File: src/rtl/lpc_pkg.sv
// Shared constants and types for the lane packet checker.
package lpc_pkg;
    localparam logic [15:0] LPC_HDR    = 16'h0800;  // header word, unreachable by legal samples
    localparam logic [3:0]  LPC_BADNIB = 4'h8;      // reserved nibble code, marks a bad sample
    localparam int          LPC_WORD_W = 16;
    localparam int          LPC_NIBS   = LPC_WORD_W / 4;

    // Counter tuple, slowest field first.
    typedef struct packed {
        logic [4:0] bank;
        logic [4:0] chan;
        logic [1:0] group;
        logic [8:0] frame;
    } lpc_tuple_t;

    // Identifier fields carried in the second word.
    typedef struct packed {
        logic       tick;
        logic [1:0] board;
        logic [2:0] lane;
    } lpc_id_t;
endpackage

File: src/rtl/lpc_seq.sv
// Identifier and counter decode plus counter order checking.
// Captures the fields of words two and three, derives the expected tuple of
// the next packet from the current one and flags mismatches. Tick packets
// must carry an all-zero tuple. Assumes wrap points fit the field widths.
module lpc_seq
    import lpc_pkg::*;
#(
    parameter int FRAME_MAX = 500,
    parameter int GROUP_MAX = 4,
    parameter int CHAN_MAX  = 24,
    parameter int BANK_MAX  = 20
) (
    input  logic                  clk,
    input  logic                  rst_n,
    input  logic [LPC_WORD_W-1:0] in_data,
    input  logic                  ph_id,
    input  logic                  ph_cnt,
    input  logic                  ph_csum,
    input  logic                  hdr_miss,
    output lpc_id_t               id_q,
    output lpc_tuple_t            rx_q,
    output logic                  seq_bad,
    output logic                  seq_err_q
);
    logic [2:0] frame_lo_q;
    logic [1:0] bank_hi_q;
    lpc_tuple_t exp_q;
    logic       exp_vld_q;
    logic       unused_bits;

    assign unused_bits = ^{in_data[7:6], in_data[3:1]};

    // Successor of a tuple: frame fastest, bank slowest.
    function automatic lpc_tuple_t advance(input lpc_tuple_t t);
        lpc_tuple_t n;
        n = t;
        if (t.frame >= 9'(FRAME_MAX - 1)) begin
            n.frame = '0;
            if (t.group >= 2'(GROUP_MAX - 1)) begin
                n.group = '0;
                if (t.chan >= 5'(CHAN_MAX - 1)) begin
                    n.chan = '0;
                    if (t.bank >= 5'(BANK_MAX - 1)) n.bank = '0;
                    else                            n.bank = t.bank + 5'd1;
                end else begin
                    n.chan = t.chan + 5'd1;
                end
            end else begin
                n.group = t.group + 2'd1;
            end
        end else begin
            n.frame = t.frame + 9'd1;
        end
        return n;
    endfunction

    // Order verdict on the checksum word of the packet.
    assign seq_bad = ph_csum &&
                     (id_q.tick ? (rx_q != '0) : (exp_vld_q && (rx_q != exp_q)));

    // Field capture, expectation update and error pulse.
    always_ff @(posedge clk) begin
        if (!rst_n) begin
            id_q       <= '0;
            rx_q       <= '0;
            frame_lo_q <= '0;
            bank_hi_q  <= '0;
            exp_q      <= '0;
            exp_vld_q  <= 1'b0;
            seq_err_q  <= 1'b0;
        end else begin
            seq_err_q <= seq_bad;
            if (ph_id) begin
                id_q.tick  <= in_data[0];
                id_q.board <= in_data[9:8];
                id_q.lane  <= in_data[12:10];
                bank_hi_q  <= in_data[5:4];
                frame_lo_q <= in_data[15:13];
            end
            if (ph_cnt) begin
                rx_q.frame <= {in_data[5:0], frame_lo_q};
                rx_q.group <= in_data[7:6];
                rx_q.chan  <= in_data[12:8];
                rx_q.bank  <= {bank_hi_q, in_data[15:13]};
            end
            if (ph_csum) begin
                exp_q     <= advance(rx_q);
                exp_vld_q <= 1'b1;
            end else if (hdr_miss) begin
                exp_vld_q <= 1'b0;
            end
        end
    end
endmodule

File: config.mk
export PLATFORM = sky130hd
export DESIGN_NAME = lpc_seq
export DESIGN_NICKNAME = d
export VERILOG_FILES = /design/src/rtl/lpc_pkg.sv /design/src/rtl/lpc_seq.sv
export SDC_FILE = /design/constraint.sdc
export NUM_CORES = 1
export LEC_CHECK = 0
export ABC_AREA = 1
export CAP_MARGIN = 30
export CORE_MARGIN = 1.5
export CORE_UTILIZATION = 25
export DETAILED_ROUTE_END_ITERATION = 8
export HOLD_SLACK_MARGIN = 0.03
export PLACE_DENSITY = 0.4
export SLEW_MARGIN = 30
export SYNTH_ARGS = -nofsm -noshare
export SYNTH_HDL_FRONTEND = slang
export SYNTH_SLANG_ARGS = --single-unit
File: constraint.sdc
create_clock -name clk -period 4.6 [get_ports clk]
set_clock_uncertainty 0.15 [all_clocks]
set_input_delay 0.92 -clock clk [delete_from_list [all_inputs] [get_ports clk]]
set_output_delay 0.92 -clock clk [all_outputs]
set_load 0.02 [all_outputs]
==> results.tsv <==
stage	metric	value	unit
power	leakagePower	1.466	nW
cells_and_area	areaGrowthSynthToFinish	26.25	%
detailed_routing	firstDrtPassIters	4	
synth	yosysWarnings	0	
cells_and_area	multi_input_area	0.001443	mm^2
clocking	cts_buffer_depth	2	
place	hpwl	6556	um
synth	synth_top_family_by_area	simple AND/OR/NAND/NOR gates	
clocking	cts_resized	0	
place	place_inst	595	
timing	fin_ws	1124	ps
synth	ys_seq_elements	55	
place	port_buffers	50	
grt	antenna_found_initial	0	
floorplanning	die_y	108.9	um
hold_path	min_path_type	flip-flop to flip-flop	
clocking	clkTransAtPathRegs	100	ps
timing	relSlewSlack	0.4601	
floorplanning	die_area	0.01185	mm^2
grt	grt_max_degree	37	
detailed_routing	drc	0	
worst_setup_path	crit_path_start_kind	primary input	
timing	tns	0	ps
place	place.gp.congestion	0.7969	
synth	synth_nets	443	
timing	final_hold_viol_count	0	
detailed_routing	post_drt_via_cell_ratio	4.522	
cells_and_area	seqCellArea	0.001101	mm^2
detailed_routing	totalWireLength	8678	um
cells_and_area	antenna_cells	0	
grt	grt.total_usage	0.1559	
synth	syn_area_per_cell	6.753	um^2
worst_setup_path	path_class	primary input to output pin	
worst_setup_path	worst_ep_required_time	3530	ps
cells_and_area	stdcell_count	603	
detailed_routing	drt_iter0_drc	111	
worst_setup_path	cp.arrival	2410	ps
cells_and_area	layout-drive-gt1-share	0.06263	
detailed_routing	ant_nets	0	
run_status	status	finished, final reports clean	
timing	tightest_slew	804.9	ps
worst_setup_path	crit_family	buffers and inverters	
cells_and_area	nFillCells	1199	
worst_setup_path	crit_path_end_kind	output pin	
worst_setup_path	cp_max_fo	2	
timing	max_freq	0.2877	GHz
synth	synthDistinctLibCells	30	
clocking	cts_sinks	55	
worst_setup_path	path_cells	clkdlybuf4s50_1, inv_1, a31oi_1, nand2_1, inv_1, clkdlybuf4s50_1	
clocking	insertion_delay	320	ps
synth	synth_xor_area_frac	0.01875	
synth	syn-cell-area	0.002803	mm^2
clocking	cts_tree	built	
timing	finalMaxSlewViolations	0	
timing	finalCritPeriodShare	0.7556	
synth	synthMuxAreaShare	0	
synth	synth-compound-area-share	0.1982	
floorplanning	die_w	108.9	um
grt	grt_overflow_total	0	
synth	ys_seq_area_frac	0.3929	
power	power.density	292.7	mW/mm^2
timing	rsz0062_at_grt	no	
floorplanning	ios	51	
worst_setup_path	slowest_stage	clkdlybuf4s50_1	
clocking	htree_levels	2	
synth	synth-simple-area-share	0.2710	
cells_and_area	final_nets	490	
worst_setup_path	cpPeakStageDelay	590	ps
job	cap_violations	0	
synth	synthAdderAreaFrac	0.02679	
clocking	post_cts_buffers	0	
timing	period_needed	3476	ps
synth	synthCells	415	
worst_setup_path	critical_path_buf_inv_count	4	
floorplanning	initial_core_util	0.2574	
detailed_routing	vias	2727	
timing	finalSetupViolCount	0	
clocking	cts-root-buf	clkbuf_8	
grt	grt_pass1_vias	2650	
place	dp_slack	1087	ps
grt	grt_pass1_wl	14160	um
floorplanning	num_rows	38	
detailed_routing	post_drt_wl_per_cell	14.39	um
power	ir_drop	0.0001398	V
clocking	cts_buffers	5	
clocking	holdBufCountCts	0	
floorplanning	coreArea	0.01089	mm^2
-- sequential cells by signal, summed over array words and instances, names as in the netlist --
signal      count
bank_hi_q       2
frame_lo_q      3
seq_err_q       1
rx_q           21
id_q            6
exp_vld_q       1
exp_q          21
-- routing by layer --
metal | GRT usage | vias up | part of all wire
met5 | 0 | - | 0
met4 | 0.03102 | 0 | 0.0051
met3 | 0.02510 | 4 | 0.030
met2 | 0.2420 | 44 | 0.44
met1 | 0.2266 | 1249 | 0.52
li1 | - | 1430 | -
-- cell usage in the layout (no fill, tap or decap), types with 2 or more instances in the layout --
| cell type | instances |
|---|---|
| clkdlybuf4s50_1 | 50 |
| a21oi_1 | 47 |
| clkbuf_8 | 5 |
| nand3_1 | 14 |
| o22ai_1 | 2 |
| clkinv_2 | 2 |
| xnor2_1 | 3 |
| nand4_1 | 4 |
| inv_1 | 48 |
| xor2_1 | 3 |
| nor3_1 | 2 |
| buf_4 | 4 |
| inv_2 | 3 |
| dfxtp_1 | 55 |
| ha_1 | 6 |
| nor2_1 | 45 |
| nand3_4 | 2 |
| nand2_2 | 2 |
| o211ai_1 | 2 |
| o21ai_0 | 45 |
| a21oi_2 | 3 |
| o21ai_2 | 3 |
| nand2_1 | 104 |
-- synth_stat cells --
cell type  instances  area [um^2]
ha_1               6        75.07
nand3_4            2        35.03
a21oi_1           47        235.2
nor2_4             1        11.26
inv_4              1        6.260
buf_4              1        7.510
inv_1             49        183.9
a31oi_1            1        6.260
o221ai_1           1        8.760
dfxtp_1           55         1101
nand2_2            2        12.51
xor2_1             3        26.28
nand2_1          104        390.4
o21ai_2            3        26.28
nor2_1            45        168.9
and2_1             1        6.260
nor3_1             2        10.01
nand3_2            1        10.01
o22ai_1            2        12.51
clkbuf_1          12        45.04
a21oi_2            3        26.28
buf_2              1        5.000
nand4_1            4        25.02
nand3_1           14        70.07
o211ai_1           2        15.01
xnor2_1            3        26.28
inv_2              2        7.510
clkinv_1           1        3.750
nor2_8             1        20.02
o21ai_0           45        225.2
-- final timing paths --
| check | start | to | slack (ps) | cells after the start |
|---|---|---|---|---|
| min reg2reg | exp_q[6] | exp_q[6] | 340 | 2 |
| max reg2reg | rx_q[1] | exp_q[8] | 2750 | 8 |
| min | exp_q[6] | exp_q[6] | 340 | 2 |
| max | ph_csum | seq_bad | 1120 | 6 |
-- tightest hold or removal path: cells and delay by family, from the launching register on --
| family | cells | cell delay [ps] |
|---|---|---|
| flops | 1 | 340 |
| simple gates | 1 | 60 |
| compound gates | 1 | 50 |
-- final cells by class --
class | instances | share of cell area
timing repair buffer | 54 | 0.1499
multi-input combinational | 293 | 0.4077
clock buffer | 5 | 0.01945
tap | 140 | 0.04951
clock inverter | 3 | 0.005304
sequential | 55 | 0.3112
inverter | 53 | 0.05693
-- kinds of logic (layout without fill, tap and decap cells) --
kind of cell    Yosys count  in the layout
xor+xnor                  6              6
simple gates            177            177
fa+ha+maj                 6              6
flops                    55             55
compound gates          104            104
buf+inv                  67            115
-- power breakdown --
group | internal [mW] | switching (mW)
registers | 0.506 | 0.0307
clock network | 0.108 | 0.174
logic | 0.0905 | 0.126
total | 0.704 | 0.331
-- per-stage QoR --
| stage | hold WS, ps | utilization | power [mW] | instance area [um^2] |
|---|---|---|---|---|
| floorplan | 288.9 | - | 0.6675 | 2803 |
| global route | 348.7 | 0.3250 | 1.097 | 3538 |
| finish | 339.7 | 0.3250 | 1.036 | 3538 |
| global placement | 317.4 | 0.3169 | 0.7670 | 3451 |
| CTS | 339.0 | 0.3250 | 1.055 | 3538 |
| detailed placement | 322.6 | 0.3169 | 0.7679 | 3451 |
No activity file was read; power rests on OpenSTA's default activity.
